==> config.mk <==
export PLATFORM = sky130hd
export DESIGN_NAME = gpr_slice_file
export DESIGN_NICKNAME = d
export VERILOG_FILES = /design/src/rtl/gpr_pkg.sv /design/src/rtl/gpr_access_check.sv /design/src/rtl/gpr_write_merge.sv /design/src/rtl/gpr_read_slice.sv /design/src/rtl/gpr_slice_file.sv
export SDC_FILE = /design/constraint.sdc
export NUM_CORES = 2
export LEC_CHECK = 0
export ABC_AREA = 1
export BUFFER_PORTS_ARGS = -buffer_cell sky130_fd_sc_hd__clkbuf_2
export CAP_MARGIN = 25
export CORE_ASPECT_RATIO = 1.75
export CORE_MARGIN = 2
export CORE_UTILIZATION = 30
export CTS_BUF_LIST = sky130_fd_sc_hd__clkbuf_4 sky130_fd_sc_hd__clkbuf_8 sky130_fd_sc_hd__clkbuf_16
export DETAILED_ROUTE_END_ITERATION = 10
export PLACE_DENSITY_LB_ADDON = 0.25
export REMOVE_ABC_BUFFERS = 1
export SETUP_SLACK_MARGIN = 0.2
export SKIP_CTS_REPAIR_TIMING = 1
export SLEW_MARGIN = 20
export SYNTH_ARGS = -nofsm -noshare
export SYNTH_HDL_FRONTEND = slang
export SYNTH_SLANG_ARGS = --single-unit
==> constraint.sdc <==
create_clock -name clk -period 4 [get_ports clk]
set_input_delay 0.2 -clock clk [delete_from_list [all_inputs] [get_ports clk]]
set_output_delay 0.2 -clock clk [all_outputs]
set_load 0.1 [all_outputs]
==> src/rtl/gpr_pkg.sv <==
package gpr_pkg;

   localparam int SIZE_W = 3;

   typedef enum logic [SIZE_W-1:0] {
      SZ_FULL = 3'd0,
      SZ_W32  = 3'd1,
      SZ_W16  = 3'd2,
      SZ_LOB  = 3'd3,
      SZ_HIB  = 3'd4
   } acc_size_e;

   function automatic logic size_known(input logic [SIZE_W-1:0] s);
      return (s <= SZ_HIB);
   endfunction

endpackage

==> src/rtl/gpr_access_check.sv <==
module gpr_access_check
   import gpr_pkg::*;
#(
   parameter int IDX_W          = 4,
   parameter int HIGH_BYTE_REGS = 4
) (
   input  logic [IDX_W-1:0]  idx,
   input  logic [SIZE_W-1:0] size,
   output logic              legal
);
   localparam int HB_LIMIT = HIGH_BYTE_REGS;

   if (HIGH_BYTE_REGS < 0 || HIGH_BYTE_REGS > (1 << IDX_W)) begin : g_bad_hb
      $error("HIGH_BYTE_REGS out of range");
   end

   logic hb_ok;

   always_comb begin
      hb_ok = (int'(idx) < HB_LIMIT);
      if (!size_known(size))
         legal = 1'b0;
      else if (size == SZ_HIB)
         legal = hb_ok;
      else
         legal = 1'b1;
   end
endmodule

==> src/rtl/gpr_write_merge.sv <==
module gpr_write_merge
   import gpr_pkg::*;
#(
   parameter int REG_W = 64
) (
   input  logic [REG_W-1:0]  old_val,
   input  logic [REG_W-1:0]  data,
   input  logic [SIZE_W-1:0] size,
   output logic [REG_W-1:0]  new_val
);
   if (REG_W < 32 || (REG_W % 16) != 0) begin : g_bad_w
      $error("REG_W must be a multiple of 16 and at least 32");
   end

   always_comb begin
      new_val = old_val;
      case (size)
         SZ_FULL: new_val = data;
         SZ_W32:  new_val = {{(REG_W-32){1'b0}}, data[31:0]};
         SZ_W16:  new_val = {old_val[REG_W-1:16], data[15:0]};
         SZ_LOB:  new_val = {old_val[REG_W-1:8], data[7:0]};
         SZ_HIB:  new_val = {old_val[REG_W-1:16], data[7:0], old_val[7:0]};
         default: new_val = old_val;
      endcase
   end
endmodule

==> src/rtl/gpr_read_slice.sv <==
module gpr_read_slice
   import gpr_pkg::*;
#(
   parameter int REG_W = 64
) (
   input  logic [REG_W-1:0]  value,
   input  logic [SIZE_W-1:0] size,
   input  logic              legal,
   output logic [REG_W-1:0]  data
);
   always_comb begin
      data = '0;
      if (legal) begin
         case (size)
            SZ_FULL: data = value;
            SZ_W32:  data[31:0] = value[31:0];
            SZ_W16:  data[15:0] = value[15:0];
            SZ_LOB:  data[7:0]  = value[7:0];
            SZ_HIB:  data[7:0]  = value[15:8];
            default: data = '0;
         endcase
      end
   end
endmodule

==> src/rtl/gpr_slice_file.sv <==
module gpr_slice_file
   import gpr_pkg::*;
#(
   parameter int NUM_REGS       = 16,
   parameter int REG_W          = 64,
   parameter int HIGH_BYTE_REGS = 4,
   parameter int NUM_RD         = 2,
   localparam int IDX_W         = $clog2(NUM_REGS)
) (
   input  logic                     clk,
   input  logic                     rst,
   input  logic                     wr_en,
   input  logic [IDX_W-1:0]         wr_idx,
   input  logic [SIZE_W-1:0]        wr_size,
   input  logic [REG_W-1:0]         wr_data,
   output logic                     wr_err,
   input  logic [NUM_RD*IDX_W-1:0]  rd_idx,
   input  logic [NUM_RD*SIZE_W-1:0] rd_size,
   output logic [NUM_RD*REG_W-1:0]  rd_data,
   output logic [NUM_RD-1:0]        rd_err
);
   if (NUM_REGS < 2 || (1 << IDX_W) != NUM_REGS) begin : g_bad_n
      $error("NUM_REGS must be a power of two, at least 2");
   end
   if (NUM_RD < 1) begin : g_bad_rd
      $error("NUM_RD must be at least 1");
   end

   logic [REG_W-1:0] regs [NUM_REGS];
   logic             wr_legal;
   logic [REG_W-1:0] wr_merged;

   gpr_access_check #(.IDX_W(IDX_W), .HIGH_BYTE_REGS(HIGH_BYTE_REGS)) u_wchk (
      .idx   (wr_idx),
      .size  (wr_size),
      .legal (wr_legal)
   );

   gpr_write_merge #(.REG_W(REG_W)) u_merge (
      .old_val (regs[wr_idx]),
      .data    (wr_data),
      .size    (wr_size),
      .new_val (wr_merged)
   );

   always_ff @(posedge clk) begin
      if (rst) begin
         for (int i = 0; i < NUM_REGS; i++) regs[i] <= '0;
         wr_err <= 1'b0;
      end else begin
         if (wr_en && wr_legal) regs[wr_idx] <= wr_merged;
         wr_err <= wr_en && !wr_legal;
      end
   end


   reset_clear_chk: assert property (@(posedge clk)
      rst |=> (regs[0] == '0 && regs[NUM_REGS-1] == '0 && !wr_err));


   bad_wr_flag_chk: assert property (@(posedge clk) disable iff (rst)
      (wr_en && !wr_legal) |=> wr_err);


   bad_wr_hold_chk: assert property (@(posedge clk) disable iff (rst)
      (wr_en && !wr_legal) |=> (regs[$past(wr_idx)] == $past(regs[wr_idx])));


   w32_clear_chk: assert property (@(posedge clk) disable iff (rst)
      (wr_en && wr_size == SZ_W32) |=> (regs[$past(wr_idx)][REG_W-1:32] == '0));


   w16_keep_chk: assert property (@(posedge clk) disable iff (rst)
      (wr_en && wr_size == SZ_W16)
      |=> (regs[$past(wr_idx)][REG_W-1:16] == $past(regs[wr_idx][REG_W-1:16])));

   for (genvar p = 0; p < NUM_RD; p++) begin : g_rd
      logic [IDX_W-1:0]  p_idx;
      logic [SIZE_W-1:0] p_size;
      logic              p_legal;
      logic [REG_W-1:0]  p_data;

      assign p_idx  = rd_idx[p*IDX_W +: IDX_W];
      assign p_size = rd_size[p*SIZE_W +: SIZE_W];

      gpr_access_check #(.IDX_W(IDX_W), .HIGH_BYTE_REGS(HIGH_BYTE_REGS)) u_rchk (
         .idx   (p_idx),
         .size  (p_size),
         .legal (p_legal)
      );

      gpr_read_slice #(.REG_W(REG_W)) u_slice (
         .value (regs[p_idx]),
         .size  (p_size),
         .legal (p_legal),
         .data  (p_data)
      );

      assign rd_data[p*REG_W +: REG_W] = p_data;
      assign rd_err[p] = !p_legal;


      rd_byte_zext_chk: assert property (@(posedge clk) disable iff (rst)
         (p_size == SZ_LOB || p_size == SZ_HIB) |-> (rd_data[p*REG_W+8 +: REG_W-8] == '0));


      rd_bad_zero_chk: assert property (@(posedge clk) disable iff (rst)
         rd_err[p] |-> (rd_data[p*REG_W +: REG_W] == '0));
   end
endmodule

======== Word-level counts from Yosys, hierarchy flattened ========
Memory sizes are Yosys's and may differ from the RTL's.
Index checks and enable logic that the tools add are counted.
storage, ports and cells
  bits in registers ....................... 1
  bits in writable memories ............... 1,024
  memories ................................ 1
  word-level logic and storage cells ...... 71
operators by class
  reductions and logical operators ........ 18
  $lt $le $gt $ge ......................... 6
  multiplexer cells ....................... 25
  eq/ne operators ......................... 20
memories
  name  depth  width  rd ports  clocked after Yosys merged registers in  write ports  line                  text
  regs  16     64     2         0                                        16           gpr_slice_file.sv:29  logic [REG_W-1:0] regs [NUM_REGS];
operators with widths
  operator              count
  $pmux W64 S5          1
  $mux W64              3
  $mux W32              2
  $reduce_or A64 Y1     1
  $mux W16              2
  $pmux W8 S2           2
  $eq A3 B2 Y1 const B  6
  $mux W8               2
  $ne A5 B5 Y1 const B  3
  $lt A4 B3 Y1 const B  3
  $mux W1               11
  $eq A3 B1 Y1 const B  3
  $eq A3 B3 Y1 const B  3
  $le A3 B3 Y1 const B  3
  $logic_not A3 Y1      3
  $reduce_or A4 Y1      2
  $reduce_and A3 Y1     2
  $reduce_or A3 Y1      2
  $ne A1 B1 Y1 const B  5
  $reduce_and A5 Y1     1
  $mux W4               1
  $reduce_or A2 Y1      2
  $logic_not A1 Y1      3
  $mux W3               1
  $logic_and A1 B1 Y1   2

======== Logic depth before layout (Yosys ltp) ========
  word-level depth ........................ 10
  gate-level depth with buffers ........... 12
  mapped depth without buffers ............ 10

======== By module ========
A second synthesis with hierarchy kept.
second synthesis, totals
  cell total of the unflattened synthesis .. 11,431
  area total of the unflattened synthesis .. 73,209.0 µm²
modules (own cells, without submodules)
  module            cells each  times used  area each (µm²)
  gpr_slice_file    10,841      1           70,481.3
  gpr_read_slice    167         2           805.8
  gpr_write_merge   244         1           1,071.0
  gpr_access_check  4           3           15.0

======== Least setup slack after synthesis ========
OpenSTA, ideal clock, no wires.
  path type ............................... input to output
  start point ............................. input rd_idx[1]
  end point ............................... output rd_data[14]
  arrival ................................. 3.304 ns
  stages on the path ...................... 8
  data required time ...................... 3.800 ns
  slack ................................... 0.496 ns
  path buffers ............................ 3
  cell sequence ........................... buf_2 inv_2 buf_2 clkbuf_1 nand3_1 nand3_1 nand3_1 a21boi_0
on the way
  cells in the longest elaborated chain, start to end .. 4
  elaborated cells between the ends (all ways) .. 6
RTL lines
  what          line                    text
  from (decl)   gpr_slice_file.sv:17    input logic [NUM_RD*IDX_W-1:0] rd_idx,
  $lt A4 B3 Y1  gpr_access_check.sv:20  hb_ok = (int'(idx) < HB_LIMIT);
  $mux W1       gpr_access_check.sv:23  else if (size == SZ_HIB)
  $mux W1       gpr_access_check.sv:21  if (!size_known(size))
  $mux W64 *    gpr_read_slice.sv:13    if (legal) begin
  to (decl)     gpr_slice_file.sv:19    output logic [NUM_RD*REG_W-1:0] rd_data,
Every way passes the cells marked *; elsewhere a longest branch is shown, timed or not.

======== Final worst setup path ========
  start point ............................. input rd_idx[5]
  end point ............................... output rd_data[94]
Same word-level chain as after synthesis.

==> run_results.csv <==
group,metric,value,unit
status,status,"complete, but fails checks",
status,violations,"negative hold slack",
sta,rsz0062_at_grt,"no",
critical_path,crit_family,"buffers and inverters",
logic_synthesis,yosysSeqAreaShare,52.5,%
logic_synthesis,synth_cell_types,27,
logic_synthesis,synth-edff-count,1024,
sta,min_period,3.00,ns
critical_path,critPathKind,"primary input to primary output",
critical_path,required,3.80,ns
logic_synthesis,netlist_top_cells_count,"2179 x nand2_1, 1337 x nor2_1, 1024 x edfxtp_1",
critical_path,cpMaxStageDelayCell,"inv_8",
floorplanning,die_area,199000,um2
floorplanning,start_util,30.2,%
global_routing,use_met1,28.2,%
sta,timing.fmax,334,MHz
layout,layout.nets,7517,
critical_path,critPathLaunchType,"primary input",
layout,nFillCells,19900,
drt,ant_nets,0,
global_routing,grt_pass1_wl,348000,um
global_routing,grt_pass1_vias,52100,
clock_network,cts_tree,"done",
sta,holdWs,-0.0253,ns
clock_network,cts_max_path_buffers,3,
drt,initialDrtViolationCount,5355,
logic_synthesis,yosysWarningCount,0,
global_routing,grt_util_met2,40.4,%
global_routing,grt_use_met3,3.07,%
drt,viasPerCell,5.29,
pwr,power.density,400,nW/um2
sta,maxSlewViolCount,0,
drt,wl_per_cell,24.0,um
place,dp_hpwl,142000,um
worst_hold_path,holdCritPathClass,"primary input to flop",
critical_path,cp_cell_sequence,"clkbuf_8 -> inv_8 -> buf_4 -> o211ai_1 -> nand3_1 -> nand3_1 -> a21oi_1 -> buf_12",
layout,synthToLayoutAreaGrowth,15.9,%
clock_network,cts_buffers,104,
logic_synthesis,synthFlopType,"edfxtp_1",
logic_synthesis,ys_top_cells_by_area,"edfxtp_1 52%, nand2_1 14%, nor2_1 8.6%",
critical_path,slowest_delay,0.57,ns
sta,maxSlewHeadroom,23.3,%
pwr,p_total,27.2,mW
global_routing,grt_max_degree,175,
clock_network,cts_root_buf,"clkbuf_16",
floorplanning,ios,219,
critical_path,arrival,2.80,ns
pwr,p_leak,27.5,nW
clock_network,htree_levels,3,
critical_path,cpMostUsedCell,"nand3_1",
critical_path,end_kind,"primary output",
logic_synthesis,syn_inst,7524,
logic_synthesis,netlist_area,58600,um2
floorplanning,num_rows,214,
sta,tightest_slew,1.15,ns
global_routing,grt_antenna_before_repair,7,
logic_synthesis,yosysMostFrequentCell,"nand2_1",
floorplanning,chipWidth,338,um
floorplanning,die_h,589,um
pwr,peakVddDrop,325,uV
critical_path,crit_buf_inv,4,
logic_synthesis,yosysTopAreaCellShare,52.5,%
global_routing,gr-usage-all-layers,23.8,%
global_routing,gr-total-overflow,0,
drt,totalWireLength,242000,um
sta,finalHoldViolCount,42,
critical_path,path_max_fanout,91,
floorplanning,core_region_area,194000,um2
place,place_congestion,0.890,
sta,min_period_over_period,74.9,%
logic_synthesis,synthArstFlopShare,0,%
sta,setup_viol,0,
clock_network,cts.clk_slew.worst_paths,0.06,ns
logic_synthesis,synth_top_cell_by_area,"edfxtp_1",
global_routing,busiest_layer,"met2",
drt,drcViolationCount,0,
logic_synthesis,synth.avg_cell_area,7.79,um2
logic_synthesis,synth_seq_cells,1025,
flow_run,maxCapViolCount,0,
layout,drive_above_1_share,8.71,%
drt,vias,53400,
drt,dr.pass1.iters,8,
clock_network,clkSinkCount,1025,
place,portBuffers,218,
metal layers:
layer	vias up	routed length, um
li1	24200	-
met1	25700	89600
met2	2761	117000
met3	721	18300
met4	4	17400
met5	-	24
cells by family (layout without fill, tap and decap cells):
kind of cell    count (synthesis)  after routing  share of synthesized area [%]
buf+inv                      1243           1229                           8.69
flops                        1025           1025                           52.5
compound gates                668            668                           6.55
other cells                     0              4                              0
simple gates                 4588           4588                           32.2
cell type report:
class                           instances  area, um2  share of cell area (%)
Multi-Input combinational cell       5256      23100                    34.0
Inverter                              674       2560                    3.78
Antenna cell                            4       10.0                  0.0147
Sequential cell                      1025      30800                    45.3
Tap cell                             2592       3240                    4.78
Clock buffer                          128       2840                    4.18
Clock inverter                         59        518                   0.763
Timing Repair Buffer                  368       4880                    7.18
flip-flops by register name (all words and copies together) (netlist names):
signal  cells
regs     1024
wr_err      1
cells in the final DEF (no fill, tap or decap), types with 2 or more instances in the layout:
| cell | n |
|---|---|
| clkinv_4 | 4 |
| a22oi_1 | 8 |
| buf_12 | 177 |
| buf_8 | 3 |
| inv_8 | 4 |
| clkinvlp_4 | 2 |
| inv_1 | 658 |
| nand2_1 | 2163 |
| diode_2 | 4 |
| clkbuf_4 | 21 |
| nand3_4 | 16 |
| nand2_4 | 55 |
| inv_2 | 4 |
| edfxtp_1 | 1024 |
| dlygate4sd3_1 | 14 |
| nand3_1 | 967 |
| nor2_2 | 13 |
| bufinv_16 | 8 |
| nor4_2 | 2 |
| nor2_1 | 1334 |
| buf_16 | 2 |
| buf_4 | 89 |
| o211ai_1 | 172 |
| clkinv_1 | 27 |
| a21boi_0 | 12 |
| nor2_4 | 7 |
| clkbuf_2 | 82 |
| a21boi_1 | 4 |
| a21oi_1 | 271 |
| nand2_2 | 2 |
| or2_2 | 29 |
| clkbuf_16 | 107 |
| o21ai_0 | 199 |
| clkinv_2 | 22 |
metrics by stage:
step | setup slack, ns | TNS [ns] | util (%) | cells | area, um2
floorplan | -4.89 | -587.15 | - | 6955 | 56000
global placement | 1.07 | 0 | 33.1 | 9899 | 64300
detailed placement | 1.08 | 0 | 33.2 | 9901 | 64400
CTS | 1.07 | 0 | 34.9 | 10100 | 67700
global route | 0.977 | 0 | 35.0 | 10100 | 67900
finish | 1.00 | 0 | 35.0 | 10100 | 67900
where the power goes:
| part | switching, mW | leakage (nW) | internal (mW) |
|---|---|---|---|
| clock | 4.46 | 1.68 | 5.54 |
| sequential | 0.218 | 9.74 | 12.4 |
| combinational | 3.38 | 16.1 | 1.20 |
| total | 8.06 | 27.5 | 19.1 |
final timing paths:
path / startpoint / depth (start not counted) / endpoint
setup / recovery: rd_idx[5] / 8 / rd_data[94]
hold / removal: wr_data[60] / 3 / regs[12][60]
(Power assumes the default switching activity.)
